`config.mk`:
```
export PLATFORM = sky130hd
export DESIGN_NAME = perf_mon_unit
export DESIGN_NICKNAME = d
export VERILOG_FILES = /design/src/rtl/pmu_pkg.sv /design/src/rtl/pmu_mask_reg.sv /design/src/rtl/pmu_counter.sv /design/src/rtl/pmu_prescaler.sv /design/src/rtl/perf_mon_unit.sv
export SDC_FILE = /design/constraint.sdc
export NUM_CORES = 1
export LEC_CHECK = 0
export BUFFER_PORTS_ARGS = -buffer_cell sky130_fd_sc_hd__buf_2
export CORE_AREA = 10 10 170 172
export CTS_CLUSTER_DIAMETER = 50
export DETAILED_ROUTE_END_ITERATION = 10
export DIE_AREA = 0 0 180 182
export PLACE_DENSITY = 0.74
export SYNTH_ARGS = -nofsm -noshare
export SYNTH_HDL_FRONTEND = slang
export SYNTH_SLANG_ARGS = --single-unit
```
`constraint.sdc`:
```
create_clock -name clk -period 6.9 [get_ports clk]
set_input_delay 0.69 -clock clk [delete_from_list [all_inputs] [get_ports clk]]
set_output_delay 0.69 -clock clk [all_outputs]
set_load 0.02 [all_outputs]
```
`src/rtl/pmu_pkg.sv`:
```
package pmu_pkg;
   localparam int ADDR_W  = 4;
   localparam int DATA_W  = 32;
   localparam int CYC_BIT = 31;

   typedef enum logic [ADDR_W-1:0] {
      A_CTRL   = 4'd0,
      A_EN_SET = 4'd1,
      A_EN_CLR = 4'd2,
      A_IE_SET = 4'd3,
      A_IE_CLR = 4'd4,
      A_OVF    = 4'd5,
      A_SEL    = 4'd6,
      A_CYC    = 4'd7,
      A_EVCNT  = 4'd8,
      A_EVTYPE = 4'd9
   } pmu_addr_e;

   // control bit positions (software visible)
   localparam int CB_RUN    = 0;
   localparam int CB_EVRST  = 1;
   localparam int CB_CYCRST = 2;
   localparam int CB_DIV    = 3;
   localparam int CB_EXPORT = 4;
   localparam int CB_PROHIB = 5;
   localparam int CB_NUM_LO = 11;
endpackage

```
`src/rtl/pmu_mask_reg.sv`:
```
module pmu_mask_reg #(
   parameter int          W    = 32,
   parameter logic [W-1:0] KEEP = '1
) (
   input  logic         clk,
   input  logic         rst_n,
   input  logic         set_we,
   input  logic         clr_we,
   input  logic [W-1:0] wdata,
   output logic [W-1:0] mask_q
);
   logic [W-1:0] set_v, clr_v;
   assign set_v = set_we ? wdata : '0;
   assign clr_v = clr_we ? wdata : '0;

   always_ff @(posedge clk or negedge rst_n) begin
      if (!rst_n) mask_q <= '0;
      else        mask_q <= ((mask_q | set_v) & ~clr_v) & KEEP;
   end
endmodule

```
`src/rtl/pmu_counter.sv`:
```
module pmu_counter #(
   parameter int W = 32
) (
   input  logic         clk,
   input  logic         rst_n,
   input  logic         clr,
   input  logic         load,
   input  logic [W-1:0] load_val,
   input  logic         inc,
   output logic [W-1:0] count_q,
   output logic         wrap
);
   // clear beats software load, which beats counting
   assign wrap = inc && !clr && !load && (&count_q);

   always_ff @(posedge clk or negedge rst_n) begin
      if (!rst_n)    count_q <= '0;
      else if (clr)  count_q <= '0;
      else if (load) count_q <= load_val;
      else if (inc)  count_q <= count_q + 1'b1;
   end
endmodule

```
`src/rtl/pmu_prescaler.sv`:
```
module pmu_prescaler #(
   parameter int DIV = 64
) (
   input  logic clk,
   input  logic rst_n,
   input  logic clr,
   input  logic adv,
   output logic tick
);
   localparam int PW = $clog2(DIV);
   localparam logic [PW-1:0] LAST = PW'(DIV - 1);

   logic [PW-1:0] ph_q;
   assign tick = adv && (ph_q == LAST);

   always_ff @(posedge clk or negedge rst_n) begin
      if (!rst_n)    ph_q <= '0;
      else if (clr)  ph_q <= '0;
      else if (tick) ph_q <= '0;
      else if (adv)  ph_q <= ph_q + 1'b1;
   end
endmodule

```
`src/rtl/perf_mon_unit.sv`:
```
module perf_mon_unit #(
   parameter int NUM_CTR    = 4,
   parameter int NUM_EVT_IN = 16,
   parameter int CTR_W      = 32,
   parameter int CYC_DIV    = 64,
   parameter int TYPE_W     = 8,
   parameter int SEL_W      = 5
) (
   input  logic                  clk,
   input  logic                  rst_n,
   input  logic                  reg_we,
   input  logic [3:0]            reg_addr,
   input  logic [31:0]           reg_wdata,
   output logic [31:0]           reg_rdata,
   input  logic [NUM_EVT_IN-1:0] evt_in,
   input  logic                  dbg_prohibit,
   output logic                  export_en,
   output logic                  irq
);
   import pmu_pkg::*;

   localparam logic [31:0] VALID_MASK = (32'h1 << CYC_BIT) | ((32'h1 << NUM_CTR) - 32'h1);
   localparam logic [31:0] NUM_FIELD  = 32'(NUM_CTR) << CB_NUM_LO;

   // elaboration-time parameter checks
   if (NUM_CTR < 1 || NUM_CTR > 31) begin : g_bad_num
      $error("NUM_CTR must lie in 1..31");
   end
   if (CTR_W < 2 || CTR_W > 32) begin : g_bad_w
      $error("CTR_W must lie in 2..32");
   end
   if (CYC_DIV < 2) begin : g_bad_div
      $error("CYC_DIV must be at least 2");
   end
   if (TYPE_W < 1 || TYPE_W > 8 || SEL_W != 5) begin : g_bad_fields
      $error("TYPE_W must lie in 1..8 and SEL_W must be 5");
   end
   if (NUM_EVT_IN < 1 || NUM_EVT_IN > (1 << TYPE_W)) begin : g_bad_ev
      $error("NUM_EVT_IN must fit the type code");
   end

   // ---------------- write decode ----------------
   logic wr_ctrl, wr_sel, wr_cyc, wr_evcnt, wr_evtype, wr_ovf;
   assign wr_ctrl   = reg_we && (reg_addr == A_CTRL);
   assign wr_sel    = reg_we && (reg_addr == A_SEL);
   assign wr_cyc    = reg_we && (reg_addr == A_CYC);
   assign wr_evcnt  = reg_we && (reg_addr == A_EVCNT);
   assign wr_evtype = reg_we && (reg_addr == A_EVTYPE);
   assign wr_ovf    = reg_we && (reg_addr == A_OVF);

   // ---------------- control ----------------
   logic ctrl_e, ctrl_d, ctrl_x, ctrl_dp;
   logic ev_rst, cyc_rst;
   assign ev_rst  = wr_ctrl && reg_wdata[CB_EVRST];
   assign cyc_rst = wr_ctrl && reg_wdata[CB_CYCRST];

   always_ff @(posedge clk or negedge rst_n) begin
      if (!rst_n) begin
         ctrl_e <= 1'b0; ctrl_d <= 1'b0; ctrl_x <= 1'b0; ctrl_dp <= 1'b0;
      end else if (wr_ctrl) begin
         ctrl_e  <= reg_wdata[CB_RUN];
         ctrl_d  <= reg_wdata[CB_DIV];
         ctrl_x  <= reg_wdata[CB_EXPORT];
         ctrl_dp <= reg_wdata[CB_PROHIB];
      end
   end
   assign export_en = ctrl_x;

   logic [SEL_W-1:0] sel_q;
   always_ff @(posedge clk or negedge rst_n) begin
      if (!rst_n)      sel_q <= '0;
      else if (wr_sel) sel_q <= reg_wdata[SEL_W-1:0];
   end

   // ---------------- masks ----------------
   logic [31:0] en_q, ie_q;
   pmu_mask_reg #(.W(32), .KEEP(VALID_MASK)) u_en (
      .clk(clk), .rst_n(rst_n),
      .set_we(reg_we && reg_addr == A_EN_SET),
      .clr_we(reg_we && reg_addr == A_EN_CLR),
      .wdata(reg_wdata), .mask_q(en_q));
   pmu_mask_reg #(.W(32), .KEEP(VALID_MASK)) u_ie (
      .clk(clk), .rst_n(rst_n),
      .set_we(reg_we && reg_addr == A_IE_SET),
      .clr_we(reg_we && reg_addr == A_IE_CLR),
      .wdata(reg_wdata), .mask_q(ie_q));

   // ---------------- cycle counter ----------------
   logic cyc_run, cyc_tick, cyc_inc, cyc_wrap;
   logic [CTR_W-1:0] cyc_q;
   assign cyc_run = ctrl_e && en_q[CYC_BIT] && !(ctrl_dp && dbg_prohibit);

   pmu_prescaler #(.DIV(CYC_DIV)) u_pre (
      .clk(clk), .rst_n(rst_n), .clr(cyc_rst),
      .adv(cyc_run && ctrl_d), .tick(cyc_tick));
   assign cyc_inc = ctrl_d ? cyc_tick : cyc_run;

   pmu_counter #(.W(CTR_W)) u_cyc (
      .clk(clk), .rst_n(rst_n), .clr(cyc_rst), .load(wr_cyc),
      .load_val(reg_wdata[CTR_W-1:0]), .inc(cyc_inc),
      .count_q(cyc_q), .wrap(cyc_wrap));

   // ---------------- event counters ----------------
   logic [CTR_W-1:0]  ev_cnt  [NUM_CTR];
   logic [TYPE_W-1:0] ev_type [NUM_CTR];
   logic [NUM_CTR-1:0] ev_wrap;

   for (genvar i = 0; i < NUM_CTR; i++) begin : g_ev
      logic sel_me, hit;
      assign sel_me = (sel_q == SEL_W'(i));

      always_ff @(posedge clk or negedge rst_n) begin
         if (!rst_n)                   ev_type[i] <= '0;
         else if (wr_evtype && sel_me) ev_type[i] <= reg_wdata[TYPE_W-1:0];
      end

      always_comb begin
         hit = 1'b0;
         for (int j = 0; j < NUM_EVT_IN; j++)
            if (ev_type[i] == TYPE_W'(j)) hit = evt_in[j];
      end

      pmu_counter #(.W(CTR_W)) u_ctr (
         .clk(clk), .rst_n(rst_n), .clr(ev_rst), .load(wr_evcnt && sel_me),
         .load_val(reg_wdata[CTR_W-1:0]), .inc(ctrl_e && en_q[i] && hit),
         .count_q(ev_cnt[i]), .wrap(ev_wrap[i]));
   end

   // ---------------- overflow flags / interrupt ----------------
   logic [31:0] ovf_q, ovf_set, ovf_clr;
   always_comb begin
      ovf_set = '0;
      ovf_set[NUM_CTR-1:0] = ev_wrap;
      ovf_set[CYC_BIT]     = cyc_wrap;
   end
   assign ovf_clr = wr_ovf ? reg_wdata : '0;

   always_ff @(posedge clk or negedge rst_n) begin
      if (!rst_n) ovf_q <= '0;
      else        ovf_q <= ((ovf_q & ~ovf_clr) | ovf_set) & VALID_MASK;
   end
   assign irq = |(ovf_q & ie_q);

   // ---------------- read mux ----------------
   always_comb begin
      reg_rdata = '0;
      case (reg_addr)
         A_CTRL:   reg_rdata = NUM_FIELD | {26'd0, ctrl_dp, ctrl_x, ctrl_d, 2'b00, ctrl_e};
         A_EN_SET,
         A_EN_CLR: reg_rdata = en_q;
         A_IE_SET,
         A_IE_CLR: reg_rdata = ie_q;
         A_OVF:    reg_rdata = ovf_q;
         A_SEL:    reg_rdata = 32'(sel_q);
         A_CYC:    reg_rdata = 32'(cyc_q);
         A_EVCNT: begin
            for (int i = 0; i < NUM_CTR; i++)
               if (sel_q == SEL_W'(i)) reg_rdata = 32'(ev_cnt[i]);
         end
         A_EVTYPE: begin
            for (int i = 0; i < NUM_CTR; i++)
               if (sel_q == SEL_W'(i)) reg_rdata = 32'(ev_type[i]);
         end
         default:  reg_rdata = '0;
      endcase
   end
endmodule

```
==> results.toml <==
[finish]
n_antenna_cell = 0
drive_above_1_share_pct = 13.9
final_util_pct = 60.5
area_growth_pct = 10.2
stdcell_count = 1959
nets = 1663

[pwr]
vdd_drop_max_uv = 214
power.density_nw_per_um2 = 279
p_leak_uw = 0.00637

[grt]
grt_antenna_before_repair = 0
grt_max_degree = 91
grt-ovfl-total = 0
grt_usage_pct = 28.2
grt_pass1_wl_um = 74700
grt_pass1_vias = 12500

[floorplanning]
die_y_um = 182
start_util_pct = 54.9
dieArea_um2 = 32800
die_x_um = 180
num_rows = 59
core_um2 = 25600
io_pins = 90

[critical_path]
crit_chain = "nor4b_1, and2_1, a222oi_1, a21boi_0, o21ai_0, buf_2"
worst_ep_required_time_ps = 6210
worstPathArrival_ps = 3540
cp_slowest_cell = "and2_1"
crit_family = "simple AND/OR/NAND/NOR gates"
setup.worst_path.class = "reg -> out"
cp-startpoint = "sel_q[4]"
startpoint_type = "flip-flop"
max_stage_delay_ps = 970
critPathBufInv = 1
end_kind = "output pin"
r2r-start = "sel_q[4]"
cp_max_fo = 30

[yosys]
synth_edf_count = 0
synth.avg_cell_area_um2 = 8.86
ys_warn_count = 0
seq_area_frac_synth_pct = 39.5
synth_top_area_share_pct = 39.5
syn_area_um2 = 14100
synthesis.nets = 1649
synth_top_cell_by_area = "dfrtp_1"
ys_ff_latch = 222
netlist_top_cells_area = "dfrtp_1 (39%), a21oi_1 (5.2%), xor2_1 (4.8%), o21ai_0 (4.7%), nand2_1 (4.2%)"
ys_types = 70
synth-async-reset-ratio_pct = 100
synth_cells = 1587
synthFlopType = "dfrtp_1"

[placement]
dp.cells = 1904
routabilityCongestion = 0.966
hpwl_um = 34900
port_buffers = 89

[cts]
cts_made_buffers = 30
cts_max_level = 1
cts-root-buf = "clkbuf_16"
ctsHoldBuffers = 0
post-cts-setup-buffer-count = 0
cts_resized = 0
path_clk_slew_ps = 60
cts.sinks = 222
clockBufferDepth = 3
cts_tree = "built"
clk_latency_ps = 550

[detailed_routing]
firstDrtPassIters = 9
drtIter0Drc = 1837
drt_wl_total_um = 48100
num_vias = 13300
postRouteAntennaNets = 0
avgRoutedWirePerCell_um = 24.6
drc = 0
viasPerCell = 6.80

[outcome]
status = "complete, no violations"

[sta]
max_slew_margin_pct = 19.1
hold_viol = 0
setup_viol = 0
post-route-min-period_ps = 4230
fmax_mhz = 236
min_period_over_period_pct = 61.3
slew_violations = 0
rsz0062_at_grt = "no"
fin_worst_skew_ps = 14.2
fin_setup_tns_ps = 0
worst_pin_slew_ps = 1210

[flow_run]
cap_violations = 0

[min_path]
min_path_type = "in -> async"
[cells by family (layout without fill, tap and decap cells)]
group / Yosys count / count (layout) / share of synthesized area (%)
DFF: 222 / 222 / 39.5
adders and majority gates: 6 / 6 / 0.534
and+or+nand+nor: 540 / 540 / 19.5
muxes: 71 / 71 / 6.15
AOI/OAI and AO/OA: 471 / 471 / 21.3
buffers and inverters: 138 / 175 / 4.29
xor gates and xnor gates: 139 / 139 / 8.65
[per-stage QoR]
stage                     worst slack, ps  total power (µW)  instance area, µm²  hold slack (ps)
after CTS                            2750              4300               15500              158
after detailed placement             3170              2780               14500              531
after global placement               3280              2750               14500              517
final                                2670              4330               15500              121
after floorplan                      3920              2440               14100              394
after global routing                 2550              4500               15500              184
[synth_stat cells, types with 11 or more instances]
master      n
o221ai_1   11
nand4_1    44
mux2_2     43
o22ai_1    23
a211oi_1   32
and3_1     29
and4_1     16
clkbuf_1   97
a21o_1     24
xnor2_1    62
nor4_1     21
a21oi_1   145
nor2_1     77
a222oi_1   40
nand3_1    75
a22oi_1    11
xor2_1     77
and2_1     24
dfrtp_1   222
nor3_1     41
mux2i_1    20
inv_1      18
nand2_1   159
o21ai_0   132
[path summary, 6_finish.rpt]
check | depth (start not counted) | to | slack [ps]
max in group asynchronous | 2 | u_cyc.count_q[23] | 5360
min in group clk | 2 | g_ev[3].u_ctr.count_q[28] | 470
setup / recovery | 6 | reg_rdata[31] | 2670
hold reg to reg | 1 | ev_type[20] | 550
setup reg to reg | 5 | g_ev[3].u_ctr.count_q[9] | 3210
hold / removal | 1 | ev_type[24] | 120
[area by class of cell]
class,instances,area [µm²]
timing repair buffer,102,553
clock buffer,38,832
tap,335,419
sequential,222,5560
multi-input combinational,1227,7930
inverter,18,67.6
clock inverter,17,150
fill,2210,10100
[metal layers]
layer  up-vias  part of all wire [%]  global-route usage [%]
li1       5942                     -                       -
met3        89                    13                    7.32
met2       734                    42                    41.0
met1      6553                    43                    40.6
met4         0                   2.5                    7.21
met5         -                     0                       0
[report_power, final]
part / switching [µW] / internal, µW
combinational: 496 / 385
clock: 625 / 899
sequential: 374 / 1550
[flip-flops by register name, summed over array words and instances, names as in the netlist]
register,flops
ctrl_d,1
ctrl_dp,1
ctrl_e,1
ev_type,32
export_en,1
g_ev.u_ctr.count_q,128
ovf_q,5
sel_q,5
u_cyc.count_q,32
u_en.mask_q,5
u_ie.mask_q,5
u_pre.ph_q,6
[layout by cell type (no fill, tap or decap), types with 41 or more instances in the layout]
cell,n
dfrtp_1,222
nand2_1,157
a21oi_1,145
o21ai_0,132
buf_2,88
nor2_1,77
xor2_1,77
nand3_1,75
xnor2_1,62
nand4_1,44
mux2_2,43
nor3_1,41
Note: power is estimated with default switching activity, not from simulation.
